[src/rtl/perm_pkg.sv]
package perm_pkg;
  typedef enum logic [2:0] {
    ST_IDLE,
    ST_INIT,
    ST_SHUF,
    ST_LOAD,
    ST_WRITE
  } perm_state_e;
endpackage

[src/rtl/perm_lfsr.sv]
module perm_lfsr #(
  parameter int          W    = 16,
  parameter logic [15:0] TAPS = 16'hB400,
  parameter logic [15:0] SEED = 16'h1D2B
) (
  input  logic         clk,
  input  logic         rst_n,
  input  logic         en,
  output logic [W-1:0] value
);
  logic [W-1:0] lfsr_q, lfsr_n;

  always_comb begin
    lfsr_n = lfsr_q;
    if (en) begin
      lfsr_n = lfsr_q >> 1;
      if (lfsr_q[0]) lfsr_n = lfsr_n ^ TAPS[W-1:0];
    end
  end

  always_ff @(posedge clk or negedge rst_n) begin
    if (!rst_n) lfsr_q <= SEED[W-1:0];
    else        lfsr_q <= lfsr_n;
  end

  assign value = lfsr_q;
endmodule

[src/rtl/perm_shuffle.sv]
module perm_shuffle #(
  parameter int BW = 3,
  localparam int S = 1 << BW
) (
  input  logic            clk,
  input  logic            rst_n,
  input  logic            init,
  input  logic            swap_en,
  input  logic [BW-1:0]   k,
  input  logic [BW-1:0]   rnd,
  output logic [S*BW-1:0] sigma_flat
);
  logic [BW-1:0] sig_q [S];
  logic [BW-1:0] sig_n [S];
  logic [BW:0]   kp1;
  logic [2*BW:0] prod;
  logic [BW-1:0] j;

  // Scale rnd into [0, k] so the swap partner never exceeds k
  assign kp1  = {1'b0, k} + (BW+1)'(1);
  assign prod = (2*BW+1)'(rnd) * (2*BW+1)'(kp1);
  assign j    = prod[2*BW-1:BW];

  always_comb begin
    for (int i = 0; i < S; i++) sig_n[i] = sig_q[i];
    if (init) begin
      for (int i = 0; i < S; i++) sig_n[i] = BW'(i);
    end else if (swap_en) begin
      sig_n[k] = sig_q[j];
      sig_n[j] = sig_q[k];
    end
  end

  always_ff @(posedge clk or negedge rst_n) begin
    if (!rst_n) begin
      for (int i = 0; i < S; i++) sig_q[i] <= BW'(i);
    end else begin
      for (int i = 0; i < S; i++) sig_q[i] <= sig_n[i];
    end
  end

  for (genvar g = 0; g < S; g++) begin : g_flat
    assign sigma_flat[g*BW +: BW] = sig_q[g];
  end

  logic [S-1:0] slot_seen;
  always_comb begin
    slot_seen = '0;
    for (int i = 0; i < S; i++) slot_seen[sig_q[i]] = 1'b1;
  end

  // the slot shuffle stays a permutation after every swap
  assert_sigma_perm_R7: assert property (@(posedge clk) disable iff (!rst_n)
    $countones(slot_seen) == S);
endmodule

[src/rtl/perm_map.sv]
module perm_map #(
  parameter int AW = 6,
  parameter int BW = 3,
  localparam int M  = 1 << AW,
  localparam int S  = 1 << BW,
  localparam int CW = AW - BW
) (
  input  logic            clk,
  input  logic            rst_n,
  input  logic            start,
  input  logic            upd,
  input  logic            commit,
  input  logic [CW-1:0]   chunk,
  input  logic [S*BW-1:0] sigma_flat,
  input  logic [AW-1:0]   xl_addr,
  output logic [AW-1:0]   xl_phys
);
  logic [AW-1:0] cur_q [M];
  logic [AW-1:0] nxt_q [M];
  logic [AW-1:0] cur_n [M];
  logic [AW-1:0] nxt_n [M];

  always_comb begin
    for (int l = 0; l < M; l++) begin
      cur_n[l] = cur_q[l];
      nxt_n[l] = nxt_q[l];
      if (start) nxt_n[l] = cur_q[l];
      if (upd && cur_q[l][AW-1:BW] == chunk)
        nxt_n[l] = {chunk, sigma_flat[cur_q[l][BW-1:0]*BW +: BW]};
      if (commit) cur_n[l] = nxt_q[l];
    end
  end

  always_ff @(posedge clk or negedge rst_n) begin
    if (!rst_n) begin
      for (int l = 0; l < M; l++) begin
        cur_q[l] <= AW'(l);
        nxt_q[l] <= AW'(l);
      end
    end else begin
      for (int l = 0; l < M; l++) begin
        cur_q[l] <= cur_n[l];
        nxt_q[l] <= nxt_n[l];
      end
    end
  end

  assign xl_phys = cur_q[xl_addr];

  for (genvar g = 0; g < M; g++) begin : g_chk
    // a commit keeps each block inside its chunk
    assert_chunk_kept_R9: assert property (@(posedge clk) disable iff (!rst_n)
      commit |=> cur_q[g][AW-1:BW] == $past(cur_q[g][AW-1:BW]));
    // the live map changes only on commit
    assert_map_frozen_R3: assert property (@(posedge clk) disable iff (!rst_n)
      !commit |=> cur_q[g] == $past(cur_q[g]));
  end
endmodule

[src/rtl/perm_engine.sv]
module perm_engine #(
  parameter int          AW   = 6,
  parameter int          BW   = 3,
  parameter int          DW   = 16,
  parameter logic [15:0] SEED = 16'h1D2B
) (
  input  logic          clk,
  input  logic          rst_n,
  input  logic          perm_req,
  output logic          perm_done,
  input  logic [AW-1:0] xl_addr,
  output logic [AW-1:0] xl_phys,
  output logic          xl_ready,
  output logic          mem_req,
  output logic          mem_we,
  output logic [AW-1:0] mem_addr,
  output logic [DW-1:0] mem_wdata,
  input  logic [DW-1:0] mem_rdata
);
  import perm_pkg::*;

  localparam int S  = 1 << BW;
  localparam int CW = AW - BW;

  perm_state_e   state_q, state_n;
  logic [BW:0]   cnt_q, cnt_n;
  logic [CW-1:0] chunk_q, chunk_n;
  logic          done_q, done_n;
  logic          cap_vld_q, cap_vld_n;
  logic [BW-1:0] cap_idx_q, cap_idx_n;
  logic          map_start, map_upd, map_commit, shuf_init, shuf_swap;
  logic [15:0]   rnd;
  logic [S*BW-1:0] sigma_flat;
  logic [DW-1:0] buf_q [S];

  perm_lfsr #(.W(16), .SEED(SEED)) u_lfsr (
    .clk(clk), .rst_n(rst_n), .en(shuf_swap), .value(rnd)
  );

  perm_shuffle #(.BW(BW)) u_shuf (
    .clk(clk), .rst_n(rst_n), .init(shuf_init), .swap_en(shuf_swap),
    .k(cnt_q[BW-1:0]), .rnd(rnd[BW-1:0]), .sigma_flat(sigma_flat)
  );

  perm_map #(.AW(AW), .BW(BW)) u_map (
    .clk(clk), .rst_n(rst_n), .start(map_start), .upd(map_upd),
    .commit(map_commit), .chunk(chunk_q), .sigma_flat(sigma_flat),
    .xl_addr(xl_addr), .xl_phys(xl_phys)
  );

  always_comb begin
    state_n    = state_q;
    cnt_n      = cnt_q;
    chunk_n    = chunk_q;
    done_n     = 1'b0;
    cap_vld_n  = 1'b0;
    cap_idx_n  = cap_idx_q;
    map_start  = 1'b0;
    map_upd    = 1'b0;
    map_commit = 1'b0;
    shuf_init  = 1'b0;
    shuf_swap  = 1'b0;
    mem_req    = 1'b0;
    mem_we     = 1'b0;
    mem_addr   = {chunk_q, cnt_q[BW-1:0]};
    unique case (state_q)
      ST_IDLE: if (perm_req) begin
        map_start = 1'b1;
        chunk_n   = '0;
        state_n   = ST_INIT;
      end
      ST_INIT: begin
        shuf_init = 1'b1;
        cnt_n     = (BW+1)'(S-1);
        state_n   = ST_SHUF;
      end
      ST_SHUF: begin
        shuf_swap = 1'b1;
        if (cnt_q == (BW+1)'(1)) begin
          cnt_n   = '0;
          state_n = ST_LOAD;
        end else begin
          cnt_n = cnt_q - (BW+1)'(1);
        end
      end
      ST_LOAD: begin
        map_upd = (cnt_q == '0);
        if (cnt_q != (BW+1)'(S)) begin
          mem_req   = 1'b1;
          cap_vld_n = 1'b1;
          cap_idx_n = cnt_q[BW-1:0];
          cnt_n     = cnt_q + (BW+1)'(1);
        end else begin
          cnt_n   = '0;
          state_n = ST_WRITE;
        end
      end
      ST_WRITE: begin
        mem_req = 1'b1;
        mem_we  = 1'b1;
        if (cnt_q == (BW+1)'(S-1)) begin
          cnt_n = '0;
          if (chunk_q == {CW{1'b1}}) begin
            map_commit = 1'b1;
            done_n     = 1'b1;
            state_n    = ST_IDLE;
          end else begin
            chunk_n = chunk_q + CW'(1);
            state_n = ST_INIT;
          end
        end else begin
          cnt_n = cnt_q + (BW+1)'(1);
        end
      end
      default: state_n = ST_IDLE;
    endcase
  end

  always_ff @(posedge clk or negedge rst_n) begin
    if (!rst_n) begin
      state_q   <= ST_IDLE;
      cnt_q     <= '0;
      chunk_q   <= '0;
      done_q    <= 1'b0;
      cap_vld_q <= 1'b0;
      cap_idx_q <= '0;
    end else begin
      state_q   <= state_n;
      cnt_q     <= cnt_n;
      chunk_q   <= chunk_n;
      done_q    <= done_n;
      cap_vld_q <= cap_vld_n;
      cap_idx_q <= cap_idx_n;
    end
  end

  // Staging buffer: datapath storage, written only on capture
  always_ff @(posedge clk) begin
    if (cap_vld_q) buf_q[sigma_flat[cap_idx_q*BW +: BW]] <= mem_rdata;
  end

  assign mem_wdata = buf_q[cnt_q[BW-1:0]];
  assign xl_ready  = (state_q == ST_IDLE);
  assign perm_done = done_q;

  // completion is a single-cycle pulse
  assert_done_pulse_R6: assert property (@(posedge clk) disable iff (!rst_n)
    perm_done |=> !perm_done);
  // back-to-back reads walk upward by one block
  assert_rd_order_R4: assert property (@(posedge clk) disable iff (!rst_n)
    (mem_req && !mem_we && $past(mem_req && !mem_we))
      |-> mem_addr == $past(mem_addr) + AW'(1));
  // back-to-back writes walk upward by one block
  assert_wr_order_R4: assert property (@(posedge clk) disable iff (!rst_n)
    (mem_req && mem_we && $past(mem_req && mem_we))
      |-> mem_addr == $past(mem_addr) + AW'(1));
  // no translation offered while memory is being reshuffled
  assert_stall_R3: assert property (@(posedge clk) disable iff (!rst_n)
    mem_req |-> !xl_ready);
endmodule

[config.mk]
export PLATFORM = sky130hd
export DESIGN_NAME = perm_engine
export DESIGN_NICKNAME = d
export VERILOG_FILES = /design/src/rtl/perm_pkg.sv /design/src/rtl/perm_lfsr.sv /design/src/rtl/perm_shuffle.sv /design/src/rtl/perm_map.sv /design/src/rtl/perm_engine.sv
export SDC_FILE = /design/constraint.sdc
export NUM_CORES = 2
export LEC_CHECK = 0
export ABC_CLOCK_PERIOD_IN_PS = 8200
export BUFFER_PORTS_ARGS = -buffer_cell sky130_fd_sc_hd__buf_4
export CAP_MARGIN = 20
export CORE_AREA = 2 2 464 351
export DETAILED_ROUTE_END_ITERATION = 8
export DIE_AREA = 0 0 466 353
export GPL_TIMING_DRIVEN = 0
export PLACE_DENSITY = 0.46
export SYNTH_ARGS = -nofsm -noshare
export SYNTH_HDL_FRONTEND = slang
export SYNTH_SLANG_ARGS = --single-unit
[constraint.sdc]
create_clock -name clk -period 8.2 [get_ports clk]
set_input_delay 1.64 -clock clk [delete_from_list [all_inputs] [get_ports clk]]
set_output_delay 1.64 -clock clk [all_outputs]
set_load 0.02 [all_outputs]
### Word level (Yosys, flattened, before mapping)

Memories as Yosys holds them, arrays and structs flattened.
Cells that the tools add are included.

| storage, ports and cells | value |
|---|---|
| bits in registers | 823 |
| latch bits | 0 |
| RAM bits | 128 |
| bits in read-only memories | 0 |
| input bits | 25 |
| output and inout port bits | 32 |
| word-level logic and storage cells | 677 |
| memories kept | 1 |

| cells by class | value |
|---|---|
| add/sub/neg operators | 4 |
| multipliers | 66 |
| div/mod/pow operators | 0 |
| $lt $le $gt $ge | 5 |
| equality and inequality tests | 77 |
| shift-type cells | 65 |
| mux-type cells | 174 |
| bitwise gates (word level) | 4 |
| reductions and logical operators | 138 |

Memories:

| memory | depth | width | rd ports | clocked after Yosys merged registers in | write ports | RTL line | RTL |
|---|---|---|---|---|---|---|---|
| buf_q | 8 | 16 | 1 | 0 | 1 | perm_engine.sv:34 | `logic [DW-1:0] buf_q [S];` |

Operator list:

| kind | number |
|---|---|
| $shiftx A24 B6 Y3 | 65 |
| $mux W6 | 130 |
| $mul A3 B2 Y5 const B | 65 |
| $eq A3 B3 Y1 | 64 |
| $reduce_bool A2 Y1 | 66 |
| $logic_and A1 B1 Y1 | 66 |
| $bwmux W24 | 2 |
| $mux W24 | 2 |
| $mux W3 | 13 |
| $bmux W6 S6 | 1 |
| $bmux W3 S3 | 2 |
| $demux W3 S3 | 2 |
| $mux W16 | 1 |
| $pmux W4 S4 | 1 |
| $pmux W3 S5 | 1 |
| $mux W1 | 14 |
| $mux W4 | 3 |
| $not A3 Y4 | 3 |
| $ne A2 B2 Y1 const B | 5 |
| $ge A4 B4 Y1 const B | 2 |
| $lt A4 B1 Y1 const B | 2 |
| $reduce_and A4 Y1 | 2 |
| $ge A7 B7 Y1 const B | 1 |
| $not A6 Y7 | 1 |
| 17 further kinds | 19 |

### Logic depth before layout (Yosys ltp)

| logic depth | value |
|---|---|
| depth in word-level cells | 10 |
| mapped depth | 18 |
| mapped depth without buffers | 13 |

### By module

A second synthesis with hierarchy kept.

| second synthesis, totals | value |
|---|---|
| cells, all modules | 4,581 |
| area total of the unflattened synthesis | 57,984.4 um^2 |

Modules (own cells, without submodules):

| module | instances | cells each | area each (um^2) | sequential area each (um^2) |
|---|---|---|---|---|
| perm_map | 1 | 3,951 | 49,015.8 | 19,698.9 |
| perm_engine | 1 | 322 | 5,998.3 | 4,219.0 |
| perm_shuffle | 1 | 268 | 2,314.7 | 615.6 |
| perm_lfsr | 1 | 40 | 655.6 | 410.4 |

### Least setup slack after synthesis

OpenSTA, ideal clock, no wires.

| path | value |
|---|---|
| kind | input -> output |
| from | in xl_addr[0] |
| to | out xl_phys[1] |
| arrival time | 3.460 ns |
| required time | 6.560 ns |
| setup slack | 3.100 ns |
| cell stages on the path | 9 |
| path buffers | 4 |
| cell sequence | buf_4 buf_6 buf_6 buf_2 mux4_2 mux2i_1 a31oi_1 nand3_1 o21ai_0 |

| between the ends | value |
|---|---|
| word-level cells in the longest chain between the ends | 4 |

RTL lines:

| item | RTL line | RTL |
|---|---|---|
| start: declaration | perm_engine.sv:11 | `input logic [AW-1:0] xl_addr,` |
| $not A6 Y7 (implied by the code) | perm_map.sv:48 | `assign xl_phys = cur_q[xl_addr];` |
| $bmux W6 S6 | perm_map.sv:48 |  |
| $mux W6 (implied by the code) (2 in a row) | perm_map.sv:48 |  |
| end: declaration | perm_engine.sv:12 | `output logic [AW-1:0] xl_phys,` |

Every way passes these cells. The select of a mux whose other input is x is not followed.

### Final worst setup path

| path | value |
|---|---|
| from | in xl_addr[1] |
| to | out xl_phys[3] |

Same word-level chain as after synthesis.

==> run metrics <==
RSZ-0062 raised after global routing no; critical path endpoint xl_phys[3]; min cycle time layout 7560 ps; sequential area share after synthesis around 45%; WL final ~240000 um; RD Place Congestion 0.962; Die Wd about 470 um; Max IR drop VDD 0.000152 V; Yosys warnings 0; num rows 128; chip height about 350 um; Post-Syn Nets about 4500; GR Layer Usage met3 11.4%; RR Startpoint cnt_q[1]; GR Util All Layers just under 30%; worst relative slew slack 12.1%; Setup Fix Bufs, Post-CTS 0; Post-Syn Instances 4447; die area 164000 um^2; # hold bufs at CTS 0; Max Fclk 132 MHz; Leak Pwr 23.0 nW; Async SR Flop Fraction between 80% and 90%; R2R Setup Slk about 1900 ps; Final HPWL DP 169000 um; area delta synth->final 13.6%; first-pass detailed-route iteration total 6; core area 161000 um^2; vias per cell 6.30; share of the synthesized area in the top cell type between 20% and 30%; Final setup violation count 0; Pwr Density 160 nW/um^2; Fin Hold WS 454 ps; R2R Path End u_shuf.sigma_flat[16]; CP max stage cell buf_2; port bufs 53; H-tree lvl count 3; Synth Flop Type dfrtp_1; Crit path largest cell delay about 690 ps; Yosys top cell by area mux4_2; clk sink count 951; clock skew between 30 and 40 ps; Synth cell types 77; Final Cell Area around 63000 um^2; top post-synthesis cells by area mux4_2, dfstp_2, dfrtp_1, mux2_2, edfxtp_1; DRT iter0 DRCs 5973; critical path arrival just under 6000 ps; Final #Nets between 4000 and 5000; layout cell share with drive strength beyond 1 37.6%; CP startpoint xl_addr[1]; post-cts sizing count 0; GR Util met2 about two fifths; fin crit share a little over 90%; Post-route DRC 0; number of routed nets with antenna violations 0; Slew @ Worst Pin ~1300 ps; critical path type input port to output pin; vias in the first global route ~41000; initial cell density of the core 34.7%; Final Hold Violating Endpoints 0; status finished, final reports clean; initial antenna violation count 17; Avg Synthesized Cell Area between 10 and 15 um^2; TritonCTS Buffers 104; vias post-DR 43400; largest net degree at the start of global routing 115; #FFs+latches synth about 950; clk_lat worst skew 780 ps; Reg clk slew, reported paths 60 ps; Clock Path Buffers 3; Hold Crit Class flop to flop; startpoint types input port; DP Area 59500 um^2; most common cell in the netlist mux4_2; Slew Limit Fails 0; Req. time, crit path 6560 ps; Cell Chain, Critical Path buf_2, buf_4, buf_2, clkbuf_1, mux4_2, mux2i_1, a31oi_1, nand3_1, o21ai_0, buf_4; global-route wire length before repair 339000 um; wire length per cell 35.3 um; IO Pins 57; Total Neg Setup Slack 0 ps; Reg2Reg Depth 15; synth cell count leaders mux4_2, mux2_2, dfrtp_1; GRT overflow 0; Synth Cell Area 55700 um^2; Top Usage Layer GRT met1; GRT met1 Usage 41.3%; CTS tree yes; Worst Path Max Fanout 10; CTS root buf clkbuf_16; Critical Path End Type output pin; Max Cap Viol 0; Post-synth EDFFs 128
logic make-up (layout without fill, tap and decap cells):
group	count (synthesis)	after routing	share of synthesized area, %
AOI/OAI and AO/OA	877	877	9.96
xor gates and xnor gates	202	202	3.19
adders and majority gates	11	11	0.288
buffers and inverters	680	977	5.13
DFF	951	951	44.8
muxes	993	993	30.2
other	0	9	0
and+or+nand+nor	733	733	6.47
critical path, delay by kind of cell:
family / cells / cell delay [ps]
multiplexers: 2 / 940
AND/OR/NAND/NOR: 1 / 160
AO/OA/AOI/OAI: 2 / 580
buffers and inverters: 5 / 2560
worst min-delay path by stage:
| stage | from | cells past startpoint | end | slack, ps |
|---|---|---|---|---|
| floorplan | u_map.nxt_q[341] | 2 | u_map.nxt_q[341] | 430 |
| global placement | u_lfsr.value[12] | 2 | u_lfsr.value[11] | 450 |
| detailed placement | u_lfsr.value[12] | 2 | u_lfsr.value[11] | 450 |
| CTS | u_lfsr.value[12] | 2 | u_lfsr.value[11] | 460 |
| global route | u_lfsr.value[12] | 2 | u_lfsr.value[11] | 480 |
| finish | u_lfsr.value[12] | 2 | u_lfsr.value[11] | 450 |
final cells by class:
| class | count | area, um^2 |
|---|---|---|
| fill | 15300 | 97400 |
| clock inverter | 45 | 614 |
| multi-input combinational | 2816 | 27900 |
| clock buffer | 152 | 2980 |
| tap | 2145 | 2680 |
| antenna | 9 | 22.5 |
| sequential | 951 | 24900 |
| buffer | 526 | 2280 |
| inverter | 154 | 578 |
| timing repair buffer | 100 | 1220 |
metal layers:
layer / part of all wire, % / vias up / wire (um)
met3: 13 / 519 / 31000
met1: 42 / 22900 / 102000
met2: 40 / 2766 / 97800
met5: 0.030 / - / 73
met4: 5.0 / 10 / 12100
li1: - / 17300 / -
through the flow:
step	util (%)	cells	total power, W	worst slack (ps)
3_5_place_dp	37.0	6683	0.00511	762
6_report	39.4	6898	0.0101	637
5_1_grt	39.4	6891	0.0104	747
2_1_floorplan	-	4447	0.00494	3100
3_3_place_gp	36.6	6645	0.00509	-4850
4_1_cts	39.3	6880	0.0102	760
power breakdown:
part           switching [W]  internal, W
sequential                 0      0.00479
clock                0.00218      0.00294
combinational       0.000181    0.0000535
total                0.00236      0.00778
placed cells by master, fill, tap and decap left out, drive strengths merged, types with 8 or more instances in the layout:
cell type,instances
nand3,73
o21ai,326
nand3b,13
a211oi,10
nor3,18
edfxtp,128
clkbuf,459
diode,9
o22ai,9
xnor2,186
a31oi,38
a21oi,167
xor2,16
nand4,73
a221o,11
inv,158
a22oi,71
nand2b,19
nor2b,43
ha,8
mux2i,56
clkinv,26
nand2,342
nor2,87
bufinv,13
nor3b,28
dfstp,404
and2,12
a221oi,8
buf,319
o211ai,57
o21a,21
dfrtp,419
o32ai,128
mux2,433
mux4,504
flip-flops by register name, indices dropped and copies added (netlist names):
| signal | cells |
|---|---|
| chunk_q | 3 |
| buf_q | 128 |
| u_shuf.sigma_flat | 24 |
| cap_vld_q | 1 |
| cnt_q | 4 |
| u_lfsr.value | 16 |
| cap_idx_q | 3 |
| u_map.cur_q | 384 |
| state_q | 3 |
| perm_done | 1 |
| u_map.nxt_q | 384 |
(Power assumes the default switching activity.)
